===== src/rtl/bcs_pkg.sv =====
package bcs_pkg;
   typedef enum logic {
      ORD_LINEAR = 1'b0,
      ORD_XOR    = 1'b1
   } beat_order_e;
endpackage


===== src/rtl/bcs_len_decode.sv =====
module bcs_len_decode
   import bcs_pkg::*;
#(
   parameter int COL_W       = 8,
   parameter int LEN_W       = 3,
   parameter int MAX_LOG_LEN = 3
) (
   input  logic [LEN_W-1:0] len_sel,
   input  logic             ilv_sel,
   output logic [COL_W-1:0] blk_mask,
   output logic             row_mode,
   output logic             bad_req,
   output beat_order_e      order
);
   localparam logic [LEN_W-1:0] ROW_CODE = {LEN_W{1'b1}};
   localparam logic [LEN_W-1:0] MAX_CODE = LEN_W'(MAX_LOG_LEN);

   logic fixed_len;

   always_comb begin
      fixed_len = (len_sel <= MAX_CODE);
      row_mode  = (len_sel == ROW_CODE);
      if (row_mode)
         blk_mask = {COL_W{1'b1}};
      else if (fixed_len)
         blk_mask = (COL_W'(1) << len_sel) - COL_W'(1);
      else
         blk_mask = '0;
      bad_req = !(fixed_len || row_mode) || (row_mode && ilv_sel);
      order   = (ilv_sel && fixed_len) ? ORD_XOR : ORD_LINEAR;
   end
endmodule


===== src/rtl/bcs_addr_gen.sv =====
module bcs_addr_gen
   import bcs_pkg::*;
#(
   parameter int COL_W = 8
) (
   input  logic [COL_W-1:0] base_col,
   input  logic [COL_W-1:0] blk_mask,
   input  logic [COL_W-1:0] beat_idx,
   input  beat_order_e      order,
   output logic [COL_W-1:0] col
);
   logic [COL_W-1:0] lin_sum;

   assign lin_sum = (base_col & blk_mask) + beat_idx;

   for (genvar b = 0; b < COL_W; b++) begin : g_bit
      logic in_blk_bit;
      assign in_blk_bit = (order == ORD_XOR) ? (base_col[b] ^ beat_idx[b]) : lin_sum[b];
      assign col[b]     = blk_mask[b] ? in_blk_bit : base_col[b];
   end
endmodule


===== src/rtl/burst_col_seq.sv =====
module burst_col_seq
   import bcs_pkg::*;
#(
   parameter int COL_W       = 8,
   parameter int LEN_W       = 3,
   parameter int MAX_LOG_LEN = 3
) (
   input  logic             clk,
   input  logic             rst_n,
   input  logic             start,
   input  logic [COL_W-1:0] start_col,
   input  logic [LEN_W-1:0] len_sel,
   input  logic             ilv_sel,
   input  logic             stop,
   output logic [COL_W-1:0] beat_col,
   output logic             beat_vld,
   output logic             beat_last,
   output logic             req_err
);
   if (MAX_LOG_LEN >= COL_W) begin : g_bad_len
      $error("MAX_LOG_LEN must be below COL_W");
   end
   if (MAX_LOG_LEN >= (2**LEN_W) - 1) begin : g_bad_code
      $error("LEN_W too narrow for fixed lengths plus the row code");
   end

   logic [COL_W-1:0] dec_mask;
   logic             dec_row;
   logic             dec_bad;
   beat_order_e      dec_ord;

   logic [COL_W-1:0] base_q, mask_q, idx_q, nxt_col;
   logic             row_q;
   beat_order_e      ord_q;

   bcs_len_decode #(.COL_W(COL_W), .LEN_W(LEN_W), .MAX_LOG_LEN(MAX_LOG_LEN)) u_dec (
      .len_sel  (len_sel),
      .ilv_sel  (ilv_sel),
      .blk_mask (dec_mask),
      .row_mode (dec_row),
      .bad_req  (dec_bad),
      .order    (dec_ord)
   );

   bcs_addr_gen #(.COL_W(COL_W)) u_gen (
      .base_col (base_q),
      .blk_mask (mask_q),
      .beat_idx (idx_q),
      .order    (ord_q),
      .col      (nxt_col)
   );

   always_ff @(posedge clk or negedge rst_n) begin
      if (!rst_n) begin
         base_q    <= '0;
         mask_q    <= '0;
         idx_q     <= '0;
         row_q     <= 1'b0;
         ord_q     <= ORD_LINEAR;
         beat_col  <= '0;
         beat_vld  <= 1'b0;
         beat_last <= 1'b0;
         req_err   <= 1'b0;
      end else begin
         req_err <= 1'b0;
         if (start) begin
            if (dec_bad) begin
               beat_vld  <= 1'b0;
               beat_last <= 1'b0;
               req_err   <= 1'b1;
            end else begin
               beat_vld  <= 1'b1;
               beat_col  <= start_col;
               base_q    <= start_col;
               mask_q    <= dec_mask;
               row_q     <= dec_row;
               ord_q     <= dec_ord;
               idx_q     <= COL_W'(1);
               beat_last <= !dec_row && (dec_mask == '0);
            end
         end else if (beat_vld) begin
            if (stop || beat_last) begin
               beat_vld  <= 1'b0;
               beat_last <= 1'b0;
            end else begin
               beat_col  <= nxt_col;
               idx_q     <= idx_q + COL_W'(1);
               beat_last <= !row_q && (idx_q == mask_q);
            end
         end
      end
   end
endmodule


===== config.mk =====
export PLATFORM = sky130hd
export DESIGN_NAME = burst_col_seq
export DESIGN_NICKNAME = d
export VERILOG_FILES = /design/src/rtl/bcs_pkg.sv /design/src/rtl/bcs_len_decode.sv /design/src/rtl/bcs_addr_gen.sv /design/src/rtl/burst_col_seq.sv
export SDC_FILE = /design/constraint.sdc
export NUM_CORES = 1
export LEC_CHECK = 0
export BUFFER_PORTS_ARGS = -buffer_cell sky130_fd_sc_hd__buf_2
export CAP_MARGIN = 0
export CORE_ASPECT_RATIO = 1.75
export CORE_MARGIN = 3
export CORE_UTILIZATION = 53
export DETAILED_ROUTE_END_ITERATION = 8
export PLACE_DENSITY = 0.86
export SLEW_MARGIN = 40
export SYNTH_ARGS = -nofsm -noshare
export SYNTH_HDL_FRONTEND = slang
export SYNTH_HIERARCHICAL = 1
export SYNTH_SLANG_ARGS = --single-unit

===== constraint.sdc =====
create_clock -name clk -period 2.2 [get_ports clk]
set_input_delay 0.44 -clock clk [delete_from_list [all_inputs] [get_ports clk]]
set_output_delay 0.44 -clock clk [all_outputs]
set_load 0.005 [all_outputs]

==> results.sh <==
export IMPL_outcome="finished with violations"
export IMPL_violations="negative setup slack"
export IMPL_dr_total_vias=2310
export IMPL_synth_simple_gate_area_frac=0.286
export IMPL_p_clk_frac=0.314
export IMPL_muxShareOfSynthArea=0.0462
export IMPL_grt_pass1_vias=2310
export IMPL_grt_pass1_wl_um=10400
export IMPL_grt_total_usage=0.251
export IMPL_die_w_um=56.7
export IMPL_core_area_sq_mm=0.00423
export IMPL_syn2layout_area_growth_pct=25.6
export IMPL_port_buffers=26
export IMPL_power_uw=1980
export IMPL_wire_per_inst_um=17.1
export IMPL_root_buffer="clkbuf_8"
export IMPL_cts_sinks=37
export IMPL_design_area_sq_mm=0.00299
export IMPL_slew_viol_final=0
export IMPL_worstPathArrival_ps=2550
export IMPL_synth_area_sq_mm=0.00238
export IMPL_fin_crit_ps=2360
export IMPL_leakage_uw=0.00151
export IMPL_ys_ff_latch=37
export IMPL_dp_cells=375
export IMPL_crit_type="reg -> reg"
export IMPL_place_congestion=0.867
export IMPL_worstPathRequired_ps=2390
export IMPL_synthArstFlopShare=1.00
export IMPL_min_path_type="in -> async"
export IMPL_rr_worst_depth=10
export IMPL_p_switching_uw=601
export IMPL_slowest_stage="dfrtp_1"
export IMPL_syn_instance_count=279
export IMPL_setup_violations=3
export IMPL_finalCritPeriodShare=1.07
export IMPL_placed_area_sq_mm=0.00277
export IMPL_row_count=31
export IMPL_cts_tree="done"
export IMPL_internal_power_uw=1380
export IMPL_timing_hold_violations_final=0
export IMPL_skew_ps=3.14
export IMPL_irDropWorstVdd_uv=411
export IMPL_drtAntennaViolNets=0
export IMPL_rsz0062_at_grt="yes"
export IMPL_synth_top_family_by_area="simple AND/OR/NAND/NOR gates"
export IMPL_synth_edf_count=0
export IMPL_setup_ws_ps=-165
export IMPL_cp_end_kind="register"
export IMPL_crit_family="compound AO/OA/AOI/OAI gates"
export IMPL_clock_path_buffers=2
export IMPL_drc=0
export IMPL_stdcell_count=391
export IMPL_pre_cts_ws_ps=-112
export IMPL_grt_max_degree=38
export IMPL_hpwl_um=4320
export IMPL_final_cell_mix="nand2_1 (75), buf_4 (41), dfrtp_1 (37)"
export IMPL_pwr_density_cell_mw_per_mm2=663
export IMPL_yosys_area_share_xor_xnor=0.0551
export IMPL_nets=367
export IMPL_grt_antenna_before_repair=0
export IMPL_crit_chain="and2_1, ha_2, fa_2, a21o_1, nand4_1, and4b_1, xnor2_1, a311o_1, mux2i_1, o21ai_1"
export IMPL_ys_flop_type="dfrtp_1"
export IMPL_avgSynthCellArea_sq_um=8.54
export IMPL_drt_wl_total_um=6680
export IMPL_yosysUniqueCellTypes=46
export IMPL_share_comb_of_total_power=0.271
export IMPL_seq_power_share=0.415
export IMPL_diodes=0
export IMPL_htree_num_levels=2
export IMPL_synth_fp_nets=305
export IMPL_insertion_delay_ps=300
export IMPL_start_kind="register"
export IMPL_maxCapViolations=0
export IMPL_max_freq_mhz=423
export IMPL_drive_above_1_share=0.266
export IMPL_hold_buffers=0
export IMPL_slowest_delay_ps=380
export IMPL_grt_ovfl_total=0
export IMPL_synth_fa_ha_area_frac=0.0557
export IMPL_layout_commonest_cell="nand2_1"
export IMPL_drt_first_pass_iters=5
export IMPL_worst_pin_slew_ps=479
export IMPL_cp_num_buf_inv=0
export IMPL_dieArea_sq_mm=0.00537
export IMPL_drt_iter0_markers=88
export IMPL_ys_seq_area_frac=0.389
export IMPL_die_y_um=94.7
export IMPL_synth_warnings=6
export IMPL_start_util=0.563
export IMPL_switching_share=0.303
export IMPL_avgViaCountPerCell=5.91
export IMPL_worst_setup_hold_path_clk_slew_ps=70
export IMPL_io_pins=27
export IMPL_relSlewSlack=0.677
export IMPL_cts_made_buffers=5
export IMPL_worst_path_stages=10
export IMPL_synth_compound_area_share=0.138
export IMPL_crit_fanout=2
==> state kept, by name, summed over array words and instances, names as in the netlist <==
name       count
mask_q         8
ord_q          1
beat_last      1
beat_col       8
row_q          1
beat_vld       1
req_err        1
base_q         8
idx_q          8
==> per-stage QoR <==
stage	setup TNS [ps]	utilization	hold WS [ps]
after floorplan	-27.7	-	144
after global placement	-31.9	0.654	445
after detailed placement	-285	0.654	453
after CTS	-12.8	0.689	266
after global routing	-668	0.708	129
final	-327	0.708	89.5
==> cell families (layout without fill, tap and decap cells) <==
group                    Yosys count  count (layout)
AND/OR/NAND/NOR                  138             138
AO/OA/AOI/OAI                     53              53
flip-flops                        37              37
XOR/XNOR                          15              15
buffers and inverters             15              78
multiplexers                      11              11
adder cells (fa/ha/maj)           10              10
==> final cells by class <==
cell class                 count  area [sq um]
clock inverter                 1          30.0
timing repair buffer          67           444
inverter                       3          11.3
clock buffer                   7          86.3
fill                         313          1230
multi-input combinational    227          1430
sequential                    37           926
tap                           49          61.3
==> final timing paths <==
check                                   from     endpoint  slack, ps
max in group asynchronous              rst_n    base_q[1]       1780
worst min register to register         row_q    beat_last        470
worst min-delay path                   rst_n  beat_col[5]         90
worst max-delay path               mask_q[0]  beat_col[6]       -160
worst max register to register     mask_q[0]  beat_col[6]       -160
min in group clk                start_col[4]    base_q[4]        350
==> power groups by stage <==
| stage | logic [uW] | registers, uW | clock network, uW |
|---|---|---|---|
| 2_1_floorplan | 260 | 845 | 0 |
| 3_3_place_gp | 467 | 831 | 0 |
| 3_5_place_dp | 485 | 837 | 0 |
| 4_1_cts | 503 | 822 | 624 |
| 5_1_grt | 589 | 835 | 659 |
| 6_report | 537 | 822 | 624 |
==> Yosys cell counts, drive strengths merged (2+ instances only) <==
library cell   n  area share
inv            3      0.0047
o21ai         22       0.046
nand2b         6       0.016
a21oi         12       0.025
nor2          11       0.017
nor2b          3      0.0079
o21a           2      0.0063
a311o          2      0.0084
xnor2          9       0.033
nor4           2      0.0079
dfrtp         37        0.39
buf            5       0.015
xor2           6       0.022
and4           2      0.0074
clkbuf         7       0.011
nand3         10       0.021
and2           8       0.021
a21o           4       0.013
mux2i         11       0.046
a31oi          3      0.0079
nand4          5       0.013
nand2         75        0.12
and3           7       0.020
ha             9       0.047
nor4b          2       0.014
==> metal layers <==
metal,track usage,part of all wire,up-vias
met2,0.446,0.52,120
met3,0.0410,0.062,26
met1,0.279,0.38,1066
li1,-,-,1098
met5,0,0,-
met4,0.139,0.041,0
==> repair_timing <==
action | 4_1_cts | 5_1_grt
endpoints found under the setup margin | 3 | 4
gates resized for setup | 1 | 8
pin swaps | 6 | 10
buffers inserted | 4 | 4
Note: power is estimated with default switching activity, not from simulation.
